[src/rtl/fetch_addr_pkg.sv]
package fetch_addr_pkg;

    localparam int ILEN  = 32;
    localparam int OPC_W = 6;
    localparam int IMM_W = 16;
    localparam int JMP_W = 26;
    localparam int ALN_W = 2;

    localparam logic [OPC_W-1:0] OPC_ADDI  = 6'h08;
    localparam logic [OPC_W-1:0] OPC_ADDIU = 6'h09;
    localparam logic [OPC_W-1:0] OPC_ANDI  = 6'h0C;
    localparam logic [OPC_W-1:0] OPC_ORI   = 6'h0D;
    localparam logic [OPC_W-1:0] OPC_XORI  = 6'h0E;
    localparam logic [OPC_W-1:0] OPC_LOAD  = 6'h23;
    localparam logic [OPC_W-1:0] OPC_STORE = 6'h2B;
    localparam logic [OPC_W-1:0] OPC_BEQ   = 6'h04;
    localparam logic [OPC_W-1:0] OPC_BNE   = 6'h05;

    typedef enum logic [1:0] {
        EXT_NONE = 2'd0,
        EXT_SIGN = 2'd1,
        EXT_ZERO = 2'd2
    } ext_mode_e;

    typedef enum logic [1:0] {
        NPC_SEQ    = 2'd0,
        NPC_BRANCH = 2'd1,
        NPC_JUMP   = 2'd2
    } npc_sel_e;

    typedef struct packed {
        logic [OPC_W-1:0] opc;
        logic [ILEN-OPC_W-1:0] body;
    } instr_t;

    function automatic ext_mode_e ext_mode_of(input logic [OPC_W-1:0] opc);
        ext_mode_e m;
        case (opc)
            OPC_ADDI, OPC_ADDIU,
            OPC_LOAD, OPC_STORE,
            OPC_BEQ, OPC_BNE:              m = EXT_SIGN;
            OPC_ANDI, OPC_ORI, OPC_XORI:   m = EXT_ZERO;
            default:                       m = EXT_NONE;
        endcase
        return m;
    endfunction

endpackage

[src/rtl/imm_ext.sv]
module imm_ext
    import fetch_addr_pkg::*;
#(
    parameter int XLEN = 32
) (
    input  logic [ILEN-1:0] instr,
    output logic [XLEN-1:0] ext_imm
);
    localparam int PAD_W = XLEN - IMM_W;

    instr_t           iw;
    ext_mode_e        mode;
    logic [IMM_W-1:0] field;
    logic [PAD_W-1:0] pad;

    always_comb begin
        iw    = instr_t'(instr);
        mode  = ext_mode_of(iw.opc);
        field = instr[IMM_W-1:0];
        case (mode)
            EXT_SIGN: pad = {PAD_W{field[IMM_W-1]}};
            default:  pad = '0;
        endcase
        if (mode == EXT_NONE) ext_imm = '0;
        else                  ext_imm = {pad, field};
    end
endmodule

[src/rtl/npc_select.sv]
module npc_select
    import fetch_addr_pkg::*;
(
    input  logic     jump,
    input  logic     br_taken,
    output npc_sel_e sel
);
    always_comb begin
        if (jump)          sel = NPC_JUMP;
        else if (br_taken) sel = NPC_BRANCH;
        else               sel = NPC_SEQ;
    end
endmodule

[src/rtl/pc_target.sv]
module pc_target
    import fetch_addr_pkg::*;
#(
    parameter int XLEN = 32
) (
    input  logic [XLEN-1:0] pc,
    input  logic [ILEN-1:0] instr,
    input  npc_sel_e        sel,
    output logic [XLEN-1:0] next_pc
);
    localparam int REG_W  = XLEN - JMP_W - ALN_W;
    localparam int PAD_W  = XLEN - IMM_W - ALN_W;
    localparam logic [XLEN-1:0] STEP = XLEN'(1 << ALN_W);

    logic [XLEN-1:0] seq_pc;
    logic [XLEN-1:0] br_ofs;
    logic [XLEN-1:0] br_pc;
    logic [XLEN-1:0] jmp_pc;

    always_comb begin
        seq_pc = pc + STEP;
        br_ofs = {{PAD_W{instr[IMM_W-1]}}, instr[IMM_W-1:0], {ALN_W{1'b0}}};
        br_pc  = seq_pc + br_ofs;
        jmp_pc = {seq_pc[XLEN-1 -: REG_W], instr[JMP_W-1:0], {ALN_W{1'b0}}};
        case (sel)
            NPC_JUMP:   next_pc = jmp_pc;
            NPC_BRANCH: next_pc = br_pc;
            default:    next_pc = seq_pc;
        endcase
    end
endmodule

[src/rtl/pc_reg.sv]
module pc_reg #(
    parameter int XLEN = 32,
    parameter logic [XLEN-1:0] RESET_PC = '0
) (
    input  logic            clk,
    input  logic            rst,
    input  logic [XLEN-1:0] next_pc,
    output logic [XLEN-1:0] pc
);
    always_ff @(posedge clk) begin
        if (rst) pc <= RESET_PC;
        else     pc <= next_pc;
    end
endmodule

[src/rtl/fetch_addr_unit.sv]
module fetch_addr_unit
    import fetch_addr_pkg::*;
#(
    parameter int XLEN = 32
) (
    input  logic            clk,
    input  logic            rst,
    input  logic [31:0]     instr,
    input  logic            br_taken,
    input  logic            jump,
    output logic [XLEN-1:0] pc,
    output logic [XLEN-1:0] ext_imm
);
    npc_sel_e        sel;
    logic [XLEN-1:0] next_pc;

    imm_ext #(.XLEN(XLEN)) u_imm (
        .instr   (instr),
        .ext_imm (ext_imm)
    );

    npc_select u_sel (
        .jump     (jump),
        .br_taken (br_taken),
        .sel      (sel)
    );

    pc_target #(.XLEN(XLEN)) u_tgt (
        .pc      (pc),
        .instr   (instr),
        .sel     (sel),
        .next_pc (next_pc)
    );

    pc_reg #(.XLEN(XLEN), .RESET_PC('0)) u_pc (
        .clk     (clk),
        .rst     (rst),
        .next_pc (next_pc),
        .pc      (pc)
    );
endmodule

[config.mk]
export PLATFORM = sky130hd
export DESIGN_NAME = fetch_addr_unit
export DESIGN_NICKNAME = d
export VERILOG_FILES = /design/src/rtl/fetch_addr_pkg.sv /design/src/rtl/imm_ext.sv /design/src/rtl/npc_select.sv /design/src/rtl/pc_target.sv /design/src/rtl/pc_reg.sv /design/src/rtl/fetch_addr_unit.sv
export SDC_FILE = /design/constraint.sdc
export NUM_CORES = 1
export LEC_CHECK = 0
export ABC_CLOCK_PERIOD_IN_PS = 4400
export BUFFER_PORTS_ARGS = -buffer_cell sky130_fd_sc_hd__buf_2
export CAP_MARGIN = 20
export CORE_MARGIN = 2
export CORE_UTILIZATION = 40
export DETAILED_ROUTE_END_ITERATION = 6
export GPL_TIMING_DRIVEN = 0
export PLACE_DENSITY = 0.59
export SLEW_MARGIN = 10
export SYNTH_ARGS = -nofsm -noshare
export SYNTH_HDL_FRONTEND = slang
export SYNTH_HIERARCHICAL = 1
export SYNTH_SLANG_ARGS = --single-unit
[constraint.sdc]
create_clock -name clk -period 4.4 [get_ports clk]
set_input_delay 0.66 -clock clk [delete_from_list [all_inputs] [get_ports clk]]
set_output_delay 0.66 -clock clk [all_outputs]
set_load 0.02 [all_outputs]
After elaboration in Yosys (flattened, before gate mapping)
Cells that the tools add are included.
- logic and storage cells: 24
- input bits: 36
- output and inout bits: 64
- register bits after elaboration: 32
- mux-type cells: 6
- reduce and logical (&&, ||, !) cells: 3
- eq/ne operators: 12
- $add $sub $neg: 2
- operator list (kind ; number):
    $pmux W32 S2 ; 1
    $add A32 B3 Y32 const B ; 1
    $add A32 B32 Y32 ; 1
    $mux W32 ; 1
    $eq A6 B4 Y1 const B ; 5
    $mux W16 ; 1
    $eq A6 B3 Y1 const B ; 2
    $eq A6 B6 Y1 const B ; 2
    $reduce_or A6 Y1 ; 1
    $eq A2 B1 Y1 const B ; 2
    $pmux W2 S2 ; 1
    $reduce_or A3 Y1 ; 1
    $eq A2 B2 Y1 const B ; 1
    $logic_not A2 Y1 ; 1
    $mux W2 ; 1
    $mux W1 ; 1

Depth between registers and ports, before layout
- word-level depth: 6
- depth in mapped cells: 17
- gate-level depth less buffers: 16

Cells and area by module
The synthesis kept the hierarchy.
- modules (own cells, without submodules) (module ; cells an instance ; area an instance (µm²) ; sequential area each (µm²) ; times used):
    pc_target ; 430 ; 3005.4 ; 0.0 ; 1
    pc_reg ; 67 ; 863.3 ; 640.6 ; 1
    imm_ext ; 42 ; 321.6 ; 0.0 ; 1
    npc_select ; 2 ; 21.3 ; 0.0 ; 1

Worst setup path after synthesis
OpenSTA, ideal clock, no wires.
- kind: register to register
- start point: reg u_pc.pc[2]
- end point: reg u_pc.pc[31]
- period minus slack after synthesis: 3562 ps
- path buffers: 0
- library setup time: 114 ps
- required time: 4286 ps
- path slack: 838 ps
- cell stages (with the launch flop): 17
- arrival: 3448 ps
- cell sequence: dfxtp_1 -> ha_1 -> inv_1 -> nor4_2 -> and3_1 -> nand3_1 -> xnor2_1 -> ha_1 -> a21o_1 -> a21oi_1 -> o21ai_1 -> a2111oi_0 -> o41ai_1 -> mux2i_1 -> o22a_1 -> o21ai_2 -> nor2b_1
- longest elaborated chain between the ends: 3
- RTL lines (element ; RTL line ; text):
    from (decl) ; pc_reg.sv:8 ; output logic [XLEN-1:0] pc
    from (signal assigned) ; pc_reg.sv:12 ; else pc <= next_pc;
    $add A32 B3 Y32 (*) ; pc_target.sv:21 ; seq_pc = pc + STEP;
    $add A32 B32 Y32 ; pc_target.sv:23 ; br_pc = seq_pc + br_ofs;
    $pmux W32 S2 (*) ; pc_target.sv:25 ; case (sel)
    via next_pc[31] ; fetch_addr_unit.sv:15 ; logic [XLEN-1:0] next_pc;
Mark *: on every way through the listed nets, which the timed path passes. The rest lies on a longest branch.
A chain may end at the register's enable or synchronous reset.

Final worst setup path
Same ends and word-level chain as after synthesis.

==> run_results.csv <==
group,metric,value,unit
run_status,status,"complete, no violations",
worst_setup_path,crit_cells,16,
global_route,grt_pass1_vias,4152,
cells_and_area,area_growth,18.6,%
logic_synthesis,synth_top_family_by_area,"simple AND/OR/NAND/NOR gates",
worst_hold_path,hp-start,"u_pc/pc[1]",
logic_synthesis,synth_area_per_cell,7.78,um^2
timing,relSlewSlack,0.403,
worst_setup_path,crit_start,"u_pc/pc[2]",
logic_synthesis,synth_compound_area_frac,0.253,
power,p_leak,2.37,nW
logic_synthesis,yosys.area_share.adder,0.115,
drt,drt_iter0_drc,231,
floorplanning,core,10300,um^2
logic_synthesis,async_flop_share,0,
timing,fin_crit_sh,0.935,
logic_synthesis,synth_area,4210,um^2
logic_synthesis,synth_common_cells,"nor2_1, ha_1, nor2b_1",
logic_synthesis,yosysMostFrequentCell,"nor2_1",
timing,rsz0062_at_grt,"no",
timing,period_needed,4.11,ns
drt,firstDrtPassIters,5,
timing,setup_tns,0,ns
logic_synthesis,synth_mux_area_frac,0.00980,
timing,fin_hold_ws,0.556,ns
cells_and_area,nFillCells,1049,
worst_setup_path,cpPeakStageDelay,0.58,ns
place,post-dp-hpwl,9.98,mm
floorplanning,io_pins,100,
worst_setup_path,path_max_fanout,6,
timing,setup_viol,0,
worst_setup_path,critPathCapture,"u_pc/pc[31]",
clock_tree,cts_buffer_depth,2,
logic_synthesis,synth_area_leaders,"dfxtp_1, ha_1, xnor2_1",
global_route,grt_pass1_wl,20.3,mm
timing,worst_pin_slew,0.892,ns
worst_setup_path,path_common_cell,"ha_1",
worst_setup_path,cp_slowest_cell,"a2111oi_1",
drt,viasPerCell,5.50,
worst_setup_path,reg2reg_depth,16,
logic_synthesis,yosysTopAreaCell,"dfxtp_1",
drt,dr_total_vias,4313,
worst_setup_path,timing.rr.start,"u_pc/pc[2]",
worst_setup_path,worst_r2r_endpoint,"u_pc/pc[31]",
power,p_per_area,238,nW/um^2
worst_setup_path,worstPathArrival,4.29,ns
global_route,grt_usage,0.221,
drt,drc_errors,0,
worst_setup_path,rrSetupSlack,0.29,ns
logic_synthesis,synth_top_area_share,0.152,
worst_setup_path,crit_family,"compound AO/OA/AOI/OAI gates",
logic_synthesis,syn_nets,615,
logic_synthesis,yosys_warnings,6,
clock_tree,htreeDepth,2,
worst_hold_path,hold_class,"flip-flop to flip-flop",
logic_synthesis,ys_seq_area_frac,0.152,
worst_setup_path,path_buf_inv,1,
logic_synthesis,synthSimpleGateAreaFrac,0.278,
drt,finalWirelength,12.7,mm
clock_tree,cts_tree,"built",
worst_setup_path,required,4.58,ns
worst_setup_path,worstSetupPathType,"flip-flop to flip-flop",
logic_synthesis,synth_xor_area_frac,0.111,
logic_synthesis,synthFlopType,"dfxtp_1",
clock_tree,numCtsBuffers,5,
global_route,grt-ovfl-total,0,
floorplanning,die_x,107,um
timing,finalHoldViolCount,0,
cells_and_area,drive_above_1_share,0.250,
worst_setup_path,crit_path_cell_trace,"ha_1 -> inv_1 -> nor4_4 -> and3_1 -> nand3_1 -> xnor2_1 -> ha_1 -> a21o_1 -> a21oi_1 -> o21ai_1 -> a2111oi_1 -> o41ai_1 -> mux2i_1 -> o22a_1 -> o21ai_2 -> nor2b_1",
clock_tree,clk_pin_slew_worst_paths,0.08,ns
cells_and_area,diodes,0,
cells_and_area,largest_reg_flops,32,
place,gp_congestion,0.874,
power,ir_drop,0.151,mV
floorplanning,rows,37,
floorplanning,die-area,11400,um^2
drt,ant_nets,0,
worst_setup_path,critPathLaunchType,"flip-flop",
clock_tree,root_buffer,"clkbuf_8",
logic_synthesis,ys_types,76,
clock_tree,clkLatencyLatePin,0.29,ns
place,port-buffer-count,99,
cells_and_area,nets,721,
logic_synthesis,syn_inst,541,
floorplanning,start_util,0.410,
timing,drv_slew,0,
global_route,antenna_found_initial,0,
clock_tree,clock_sinks,32,
timing,max_freq,243,MHz
global_route,grt_max_degree,20,
drt,wl_per_cell,16.2,um
worst_setup_path,crit_path_end_kind,"flip-flop",
logic_synthesis,ys_ff_latch,32,
timing,fin_skew,0.00602,ns
floorplanning,fp.dieH,107,um
job,maxCapViolCount,0,
logic_synthesis,synth_edf_count,0,
## worst min path at each step
stage | to | cells after the start
final | u_pc/pc[1] | 2
after global routing | u_pc/pc[1] | 2
after global placement | u_pc/pc[0] | 2
after CTS | u_pc/pc[0] | 2
after detailed placement | u_pc/pc[0] | 2
after floorplan | u_pc/pc[0] | 2
## cell type report
class	count	area, um^2	share of cell area
well taps	136	170	0.0341
inverters	19	71.3	0.0143
repair buffers	99	495	0.0992
plain buffers	42	270	0.0541
clock inverters	2	35.0	0.00701
clock buffers	6	72.6	0.0145
multi-input cells	448	3240	0.649
flip-flops and latches	32	641	0.128
## metal layers
layer | vias up | global-route usage | part of all wire
met4 | 0 | 0.0362 | 0.0065
met2 | 121 | 0.382 | 0.48
met1 | 2028 | 0.300 | 0.46
li1 | 2155 | - | -
met3 | 9 | 0.0261 | 0.056
met5 | - | 0 | 0
## worst min-delay path: stages, from the launching register on
cell and delay, ns:
dfxtp_1 0.31, o21a_1 0.09, nor2b_1 0.11
## cells in the final DEF, fill, tap and decap left out, drive strengths merged, types with 3 or more instances in the layout
| master | Yosys | final |
|---|---|---|
| buf | 21 | 120 |
| nor2 | 53 | 53 |
| ha | 37 | 37 |
| nor2b | 37 | 37 |
| nand2 | 36 | 36 |
| a21oi | 34 | 34 |
| dfxtp | 32 | 32 |
| xnor2 | 27 | 27 |
| clkbuf | 21 | 27 |
| o21ai | 26 | 26 |
| xor2 | 24 | 24 |
| nand3 | 23 | 23 |
| inv | 19 | 19 |
| a21o | 17 | 17 |
| nor3b | 15 | 15 |
| a221oi | 12 | 12 |
| and3 | 10 | 10 |
| a22oi | 8 | 8 |
| nand4 | 7 | 7 |
| o21bai | 6 | 6 |
| o21a | 6 | 6 |
| nor3 | 6 | 6 |
| o31ai | 6 | 6 |
| a31oi | 4 | 4 |
| and2 | 4 | 4 |
| mux2i | 3 | 3 |
| a32oi | 3 | 3 |
| o31a | 3 | 3 |
| or2 | 3 | 3 |
| nor4 | 3 | 3 |
| a211oi | 3 | 3 |
| a31o | 3 | 3 |
| a2111oi | 3 | 3 |
## where the power goes
group	internal, W	total, W	switching [W]	leakage (nW)
registers	0.000311	0.000343	0.0000316	0.262
clock network	0.000168	0.000289	0.000120	0.0552
logic	0.000228	0.000557	0.000329	2.05
total	0.000708	0.00119	0.000481	2.37
## cell families after synthesis
family          after synthesis
compound gates              150
xor+xnor                     51
fa+ha+maj                    38
buf+inv                      61
flops                        32
mux                           4
simple gates                205
## metrics by stage
stage               total power [W]  area [um^2]  cells  setup WS [ns]  utilization
floorplan                  0.000751         4210    541          0.838            -
global placement           0.000889         4880    776          0.213        0.475
detailed placement         0.000898         4880    776          0.163        0.475
CTS                         0.00119         4980    784          0.106        0.485
global route                0.00127         4990    784         0.0280        0.486
finish                      0.00119         4990    784          0.288        0.486
## timing repair
item,in CTS,in global routing
setup buffers,0,0
hold endpoints to repair,0,0
endpoints found under the setup margin,0,1
resized for setup,0,2
hold buffers,0,0
Power figures use the tool's default switching activity.
